$ cat src/rtl/sreg_pkg.sv
package sreg_pkg;
   typedef enum logic [1:0] {
      PH_HDR   = 2'd0,
      PH_WDATA = 2'd1,
      PH_RDATA = 2'd2,
      PH_DONE  = 2'd3
   } phase_t;
endpackage

$ cat src/rtl/sreg_sync.sv
module sreg_sync #(
   parameter int   STAGES  = 2,
   parameter logic RST_VAL = 1'b0
) (
   input  logic clk,
   input  logic rst_n,
   input  logic d,
   output logic q
);
   if (STAGES < 1) begin : g_bad_stages
      $error("sreg_sync: STAGES must be at least 1");
   end

   logic [STAGES-1:0] pipe;

   if (STAGES == 1) begin : g_single
      always_ff @(posedge clk or negedge rst_n) begin
         if (!rst_n) pipe <= RST_VAL;
         else        pipe <= d;
      end
   end else begin : g_multi
      always_ff @(posedge clk or negedge rst_n) begin
         if (!rst_n) pipe <= {STAGES{RST_VAL}};
         else        pipe <= {pipe[STAGES-2:0], d};
      end
   end

   assign q = pipe[STAGES-1];
endmodule

$ cat src/rtl/sreg_frame.sv
module sreg_frame
   import sreg_pkg::*;
#(
   parameter int REG_W = 8,
   parameter int WR_AW = 2,
   parameter int RD_AW = 3
) (
   input  logic             clk,
   input  logic             rst_n,
   input  logic             cs_act,
   input  logic             sk_rise,
   input  logic             di_s,
   output logic             wr_stb,
   output logic [WR_AW-1:0] wr_addr,
   output logic [REG_W-1:0] wr_data,
   output logic             rd_start,
   output logic [RD_AW-1:0] rd_addr,
   output logic             rd_shift,
   output logic             in_read
);
   localparam int HDR_BITS = RD_AW + 1;
   localparam int MAXLEN   = (REG_W > HDR_BITS) ? REG_W : HDR_BITS;
   localparam int CNT_W    = $clog2(MAXLEN) + 1;

   if (WR_AW + 2 != HDR_BITS) begin : g_bad_hdr
      $error("sreg_frame: write and read headers must have equal length");
   end
   if (REG_W < 2) begin : g_bad_w
      $error("sreg_frame: REG_W must be at least 2");
   end

   phase_t              phase;
   logic [CNT_W-1:0]    cnt;
   logic [HDR_BITS-1:0] hdr, hdr_nx;

   assign hdr_nx  = {hdr[HDR_BITS-2:0], di_s};
   assign in_read = (phase == PH_RDATA);

   always_ff @(posedge clk or negedge rst_n) begin
      if (!rst_n) begin
         phase    <= PH_HDR;
         cnt      <= '0;
         hdr      <= '0;
         wr_stb   <= 1'b0;
         wr_addr  <= '0;
         wr_data  <= '0;
         rd_start <= 1'b0;
         rd_addr  <= '0;
         rd_shift <= 1'b0;
      end else begin
         wr_stb   <= 1'b0;
         rd_start <= 1'b0;
         rd_shift <= 1'b0;
         if (!cs_act) begin
            phase <= PH_HDR;
            cnt   <= '0;
         end else if (sk_rise) begin
            case (phase)
               PH_HDR: begin
                  hdr <= hdr_nx;
                  if (cnt == CNT_W'(HDR_BITS - 1)) begin
                     cnt <= '0;
                     if (hdr_nx[0]) begin
                        rd_start <= 1'b1;
                        rd_addr  <= hdr_nx[HDR_BITS-1:1];
                        phase    <= PH_RDATA;
                     end else if (!hdr_nx[HDR_BITS-1]) begin
                        wr_addr <= hdr_nx[WR_AW:1];
                        phase   <= PH_WDATA;
                     end else begin
                        phase <= PH_DONE;
                     end
                  end else begin
                     cnt <= cnt + 1'b1;
                  end
               end
               PH_WDATA: begin
                  wr_data <= {wr_data[REG_W-2:0], di_s};
                  if (cnt == CNT_W'(REG_W - 1)) begin
                     wr_stb <= 1'b1;
                     cnt    <= '0;
                     phase  <= PH_DONE;
                  end else begin
                     cnt <= cnt + 1'b1;
                  end
               end
               PH_RDATA: rd_shift <= 1'b1;
               default: ;
            endcase
         end
      end
   end

   // one write per frame at most
   p_single_write_r10: assert property (@(posedge clk) disable iff (!rst_n)
      wr_stb |=> !wr_stb);
   // a write commit never coincides with a read start
   p_wr_rd_exclusive_r2: assert property (@(posedge clk) disable iff (!rst_n)
      !(wr_stb && rd_start));
endmodule

$ cat src/rtl/sreg_ctrlfile.sv
module sreg_ctrlfile #(
   parameter int REG_W  = 8,
   parameter int N_REGS = 4,
   parameter int WR_AW  = 2
) (
   input  logic                    clk,
   input  logic                    rst_n,
   input  logic                    wr_stb,
   input  logic [WR_AW-1:0]        wr_addr,
   input  logic [REG_W-1:0]        wr_data,
   output logic [N_REGS*REG_W-1:0] regs_flat
);
   if (N_REGS != (1 << WR_AW)) begin : g_bad_n
      $error("sreg_ctrlfile: N_REGS must equal 2**WR_AW");
   end

   logic [N_REGS-1:0] we;

   for (genvar i = 0; i < N_REGS; i++) begin : g_reg
      assign we[i] = wr_stb && (wr_addr == WR_AW'(i));
      always_ff @(posedge clk or negedge rst_n) begin
         if (!rst_n)     regs_flat[i*REG_W +: REG_W] <= '0;
         else if (we[i]) regs_flat[i*REG_W +: REG_W] <= wr_data;
      end
   end

   // at most one register enabled at a time
   p_onehot_we_r2: assert property (@(posedge clk) disable iff (!rst_n)
      $onehot0(we));
   // registers move only after a completed write frame
   p_change_needs_write_r6: assert property (@(posedge clk) disable iff (!rst_n)
      !$stable(regs_flat) |-> $past(wr_stb));
endmodule

$ cat src/rtl/sreg_txpath.sv
module sreg_txpath #(
   parameter int REG_W  = 8,
   parameter int N_REGS = 4,
   parameter int RES_W  = 24,
   parameter int RD_AW  = 3
) (
   input  logic                    clk,
   input  logic                    rst_n,
   input  logic                    cs_act,
   input  logic                    rd_start,
   input  logic [RD_AW-1:0]        rd_addr,
   input  logic                    rd_shift,
   input  logic                    in_read,
   input  logic                    conv_valid,
   input  logic [RES_W-1:0]        conv_data,
   input  logic [N_REGS*REG_W-1:0] regs_flat,
   output logic                    dout
);
   localparam int RES_ADDR = N_REGS;

   if (RES_W <= REG_W) begin : g_bad_res
      $error("sreg_txpath: RES_W must exceed REG_W");
   end
   if (RES_ADDR >= (1 << RD_AW)) begin : g_bad_addr
      $error("sreg_txpath: result address does not fit the read address");
   end

   logic [RES_W-1:0] res_q;
   logic [RES_W-1:0] shreg;
   logic             ready_q;
   logic [REG_W-1:0] sel;
   logic             rd_res;

   assign rd_res = (rd_addr == RD_AW'(RES_ADDR));

   always_comb begin
      sel = '0;
      for (int i = 0; i < N_REGS; i++)
         if (rd_addr == RD_AW'(i)) sel = regs_flat[i*REG_W +: REG_W];
   end

   always_ff @(posedge clk or negedge rst_n) begin
      if (!rst_n) begin
         res_q   <= '0;
         ready_q <= 1'b0;
         shreg   <= '0;
      end else begin
         if (conv_valid)                res_q <= conv_data;
         if (conv_valid)                ready_q <= 1'b1;
         else if (rd_start && rd_res)   ready_q <= 1'b0;
         if (rd_start) begin
            if (rd_res) shreg <= res_q;
            else        shreg <= {sel, {(RES_W-REG_W){1'b0}}};
         end else if (rd_shift) begin
            shreg <= {shreg[RES_W-2:0], 1'b0};
         end
      end
   end

   always_comb begin
      if (!cs_act)      dout = ~ready_q;
      else if (in_read) dout = shreg[RES_W-1];
      else              dout = 1'b1;
   end

   p_ready_set_r7: assert property (@(posedge clk) disable iff (!rst_n)
      conv_valid |=> ready_q);
   p_ready_clear_r8: assert property (@(posedge clk) disable iff (!rst_n)
      (rd_start && rd_res && !conv_valid) |=> !ready_q);
   p_frozen_word_r9: assert property (@(posedge clk) disable iff (!rst_n)
      (!rd_start && !rd_shift) |=> $stable(shreg));
endmodule

$ cat src/rtl/sreg_port.sv
module sreg_port #(
   parameter int REG_W       = 8,
   parameter int N_REGS      = 4,
   parameter int RES_W       = 24,
   parameter int WR_AW       = 2,
   parameter int RD_AW       = 3,
   parameter int SYNC_STAGES = 2
) (
   input  logic                    clk,
   input  logic                    rst_n,
   input  logic                    sel_n,
   input  logic                    sclk,
   input  logic                    sdin,
   output logic                    sdout_irq_n,
   input  logic                    conv_valid,
   input  logic [RES_W-1:0]        conv_data,
   output logic [N_REGS*REG_W-1:0] ctrl_out
);
   logic sk_s, cs_n_s, di_s, sk_prev, sk_rise, cs_act;
   logic             wr_stb, rd_start, rd_shift, in_read;
   logic [WR_AW-1:0] wr_addr;
   logic [REG_W-1:0] wr_data;
   logic [RD_AW-1:0] rd_addr;

   sreg_sync #(.STAGES(SYNC_STAGES), .RST_VAL(1'b0)) u_sync_sk (
      .clk(clk), .rst_n(rst_n), .d(sclk),  .q(sk_s));
   sreg_sync #(.STAGES(SYNC_STAGES), .RST_VAL(1'b1)) u_sync_cs (
      .clk(clk), .rst_n(rst_n), .d(sel_n), .q(cs_n_s));
   sreg_sync #(.STAGES(SYNC_STAGES), .RST_VAL(1'b0)) u_sync_di (
      .clk(clk), .rst_n(rst_n), .d(sdin),  .q(di_s));

   always_ff @(posedge clk or negedge rst_n) begin
      if (!rst_n) sk_prev <= 1'b0;
      else        sk_prev <= sk_s;
   end

   assign sk_rise = sk_s && !sk_prev;
   assign cs_act  = !cs_n_s;

   sreg_frame #(.REG_W(REG_W), .WR_AW(WR_AW), .RD_AW(RD_AW)) u_frame (
      .clk(clk), .rst_n(rst_n), .cs_act(cs_act), .sk_rise(sk_rise),
      .di_s(di_s), .wr_stb(wr_stb), .wr_addr(wr_addr), .wr_data(wr_data),
      .rd_start(rd_start), .rd_addr(rd_addr), .rd_shift(rd_shift),
      .in_read(in_read));

   sreg_ctrlfile #(.REG_W(REG_W), .N_REGS(N_REGS), .WR_AW(WR_AW)) u_regs (
      .clk(clk), .rst_n(rst_n), .wr_stb(wr_stb), .wr_addr(wr_addr),
      .wr_data(wr_data), .regs_flat(ctrl_out));

   sreg_txpath #(.REG_W(REG_W), .N_REGS(N_REGS), .RES_W(RES_W),
                 .RD_AW(RD_AW)) u_tx (
      .clk(clk), .rst_n(rst_n), .cs_act(cs_act), .rd_start(rd_start),
      .rd_addr(rd_addr), .rd_shift(rd_shift), .in_read(in_read),
      .conv_valid(conv_valid), .conv_data(conv_data),
      .regs_flat(ctrl_out), .dout(sdout_irq_n));
endmodule

$ cat config.mk
export PLATFORM = sky130hd
export DESIGN_NAME = sreg_port
export DESIGN_NICKNAME = d
export VERILOG_FILES = /design/src/rtl/sreg_pkg.sv /design/src/rtl/sreg_sync.sv /design/src/rtl/sreg_frame.sv /design/src/rtl/sreg_ctrlfile.sv /design/src/rtl/sreg_txpath.sv /design/src/rtl/sreg_port.sv
export SDC_FILE = /design/constraint.sdc
export NUM_CORES = 1
export LEC_CHECK = 0
export BUFFER_PORTS_ARGS = -buffer_cell sky130_fd_sc_hd__buf_4
export CORE_UTILIZATION = 35
export CTS_CLUSTER_SIZE = 10
export DETAILED_ROUTE_END_ITERATION = 8
export GPL_TIMING_DRIVEN = 0
export SKIP_LAST_GASP = 1
export SYNTH_ARGS = -nofsm -noshare
export SYNTH_HDL_FRONTEND = slang
export SYNTH_SLANG_ARGS = --single-unit
$ cat constraint.sdc
create_clock -name clk -period 1.9 [get_ports clk]
set_input_delay 0.285 -clock clk [delete_from_list [all_inputs] [get_ports clk]]
set_output_delay 0.285 -clock clk [all_outputs]
set_load 0.03 [all_outputs]
==> flow_summary.toml <==
[die]
placementRows = 42
die_x_um = 120.2
pin_count = 63
core_area_um2 = 13450
start_util_pct = 36.37
dieHeight_um = 120.2
dieArea_um2 = 14450

[pwr]
power_frac_comb_pct = 4.2
leakage_uw = 0.002903
powerDensity_nw_per_um2 = 955.3
p_clk_share_pct = 53.1
p_sw_uw = 1237
p_int_uw = 4762
switching_share_pct = 20.62
peakVddDrop_v = 0.0006286
p_seq_share_pct = 42.7

[sta]
maxSlewViolCount = 0
tns_ns = 0
fin_skew_ns = 0.007118
tightestPinTransition_ns = 0.9007
fin_crit_ns = 1.782
max_freq_ghz = 0.5613
setup_viol = 0
post-route-period-util_pct = 93.77
rsz0062_at_grt = "no"
hold_viol_final = 0
maxSlewHeadroom_pct = 39.69

[global_routing]
grt_pass1_vias = 3477
grt_max_degree = 98
antenna_found_initial = 0
grt_pass1_wl_um = 17290
gr-usage-all-layers_pct = 15.84
overflow = 0

[yosys]
synth.yosys.seq_area_share_pct = 57.85
ys_ff_latch = 113
syn_area_um2 = 4892
muxShareOfSynthArea_pct = 21.48
synth_compound_area_share_pct = 8.363
syn_avg_cell_area_um2 = 12.35
yosys_most_used_dff = "dfrtp_1"
synth_xor_area_share_pct = 0.1790
synthAdderAreaFrac_pct = 0.2558
ys_types = 38
synth_edf_count = 0
netlist_instances = 396
syn-num-nets = 427
yosys.area_share.simple_pct = 9.361
synth_top_family_by_area = "multiplexers"
async_flop_share_pct = 100.0
yosysWarnings = 0

[finish]
final_cells = 672
final_common_cell = "dfrtp_1"
fillers = 1259
multiInputGateArea_um2 = 1948
areaGrowthSynthToFinish_pct = 28.36
finalInstanceArea_um2 = 6280
final_nets = 514
ff_latch_area_um2 = 2830
layout_common_cells = "dfrtp_1, mux2_2, buf_4, o21ai_0, a21oi_1"
antenna_cells = 0
drive_gt1_share_pct = 39.72

[critical_path]
path_class = "reg -> reg"
r2r-end = "u_tx.shreg[23]$_DFFE_PN0P_"
crit_path_end = "u_tx.shreg[23]$_DFFE_PN0P_"
critical_path_arrival_ns = 2.07
required_ns = 2.19
r2r_cells = 7
cp-startpoint = "u_frame.rd_addr[0]$_DFFE_PN0P_"
cp-start-kind = "flop"
r2r-start = "u_frame.rd_addr[0]$_DFFE_PN0P_"
cp-end-kind = "flop"
cp_max_fo = 10
rrSetupSlack_ns = 0.12

[clock_tree]
insertion_delay_ns = 0.41
cts_sinks = 113
cts_max_level = 4
cts_root_buf = "clkbuf_16"
cts_buffer_depth = 2
cts_tree = "yes"
clk_pin_slew_ns = 0.05
cts_buffers = 17

[placed_design]
port_buffers = 61
dp_hpwl_um = 7278
dp.cells = 634
placed_cell_area_um2 = 5602
place_congestion = 0.7589

[routing]
first_pass_iters = 6
drc_errors = 0
drt-total-wl_um = 10470
routed_via_density = 4.958
vias = 3332
postRouteAntennaNets = 0
post_drt_wl_per_cell_um = 15.58
dr.first_iter.drc_count = 130

[outcome]
status = "finished, final reports clean"

[worst_hold_path]
hold_class = "in -> reg"

[job]
max-cap-violations = 0
==> registers in the layout, summed over array words and instances (netlist names) <==
| name | cells |
|---|---|
| u_frame.rd_shift | 1 |
| u_sync_sk.pipe | 2 |
| sk_prev | 1 |
| u_frame.rd_addr | 3 |
| u_sync_cs.pipe | 2 |
| u_frame.rd_start | 1 |
| u_tx.ready_q | 1 |
| u_frame.cnt | 4 |
| u_frame.hdr | 3 |
| u_frame.wr_addr | 2 |
| u_sync_di.pipe | 2 |
| u_frame.phase | 2 |
| u_regs.regs_flat | 32 |
| u_frame.wr_data | 8 |
| u_frame.wr_stb | 1 |
| u_tx.res_q | 24 |
| u_tx.shreg | 24 |
==> critical path: stages (launching register included) <==
cell and delay (ns):
dfrtp_1 0.35, buf_4 0.18, or3b_1 0.39, buf_6 0.16, or2_1 0.21, buf_6 0.14
o22ai_1 0.17, a21oi_1 0.06
==> how the worst min path moves through the flow <==
stage | from | endpoint | slack, ns | cells past startpoint
2_1_floorplan | rst_n | sk_prev$_DFF_PN0_ | -0.01 | 0
3_3_place_gp | u_sync_sk.pipe[0]$_DFF_PN0_ | u_sync_sk.pipe[1]$_DFF_PN0_ | 0.33 | 0
3_5_place_dp | rst_n | u_sync_sk.pipe[0]$_DFF_PN0_ | 0.14 | 1
4_1_cts | conv_data[14] | u_tx.res_q[14]$_DFFE_PN0P_ | 0.09 | 2
5_1_grt | conv_data[14] | u_tx.res_q[14]$_DFFE_PN0P_ | 0.09 | 2
6_report | conv_data[14] | u_tx.res_q[14]$_DFFE_PN0P_ | 0.10 | 2
==> metal layers <==
layer | up-vias | global-route usage (%) | wire length [um]
li1 | 1570 | - | -
met1 | 1687 | 19.63 | 4719
met2 | 58 | 25.86 | 5151
met3 | 17 | 4.623 | 400
met4 | 0 | 6.481 | 198
met5 | - | 0 | 0
==> area by class of cell <==
cell class | count | area share (%)
inverters | 4 | 0.2391
well taps | 176 | 3.507
multi-input cells | 259 | 31.02
flip-flops and latches | 113 | 45.07
repair buffers | 69 | 8.787
plain buffers | 19 | 1.654
clock inverters | 9 | 1.634
clock buffers | 23 | 8.089
==> Yosys cell counts, types with 2 or more instances <==
master / number / area (um2)
nand2b_1: 10 / 62.56
nor2b_1: 9 / 56.30
inv_1: 4 / 15.01
mux2i_1: 15 / 150.1
mux2_2: 80 / 900.9
nor2_1: 24 / 90.09
nand3b_1: 2 / 15.01
nor4b_1: 2 / 17.52
a21oi_1: 30 / 150.1
nand2_1: 24 / 90.09
nor3b_1: 2 / 15.01
dfrtp_1: 111 / 2778
o21ai_0: 32 / 160.2
buf_2: 5 / 25.02
dfstp_2: 2 / 52.55
o22ai_1: 8 / 50.05
or2_2: 2 / 12.51
buf_6: 3 / 33.78
nand3_1: 2 / 10.01
clkbuf_1: 10 / 37.54
a211o_1: 2 / 17.52
==> stage by stage <==
stage | power (uW) | hold WS [ns] | util, % | worst slack [ns]
finish | 5999 | 0.1045 | 46.68 | 0.1184
global route | 6209 | 0.09111 | 46.68 | 0.02178
CTS | 6058 | 0.09107 | 46.45 | 0.06778
detailed placement | 2851 | 0.1369 | 41.64 | 0.08355
global placement | 2833 | 0.3342 | 41.41 | 0.1358
floorplan | 2702 | -0.01059 | - | 0.2608
==> cells by family after synthesis <==
logic type	Yosys count
AOI/OAI and AO/OA	76
xor gates and xnor gates	1
adders and majority gates	1
buffers and inverters	24
DFF	113
muxes	95
and+or+nand+nor	86
==> repair_timing <==
| item | CTS | global route |
|---|---|---|
| gates resized for setup | 0 | 2 |
| setup buffers | 0 | 3 |
| endpoints found under the hold margin | 19 | 0 |
| hold buffers | 4 | 0 |
| pin swaps | 0 | 0 |
| endpoints found under the setup margin | 1 | 9 |
==> power groups by stage <==
stage | combinational (uW) | clock, uW | sequential [uW]
floorplan | 124 | 0 | 2580
global placement | 235 | 0 | 2600
detailed placement | 250 | 0 | 2600
global route | 284 | 3350 | 2570
finish | 252 | 3190 | 2560
CTS | 253 | 3240 | 2560
(Power assumes the default switching activity.)
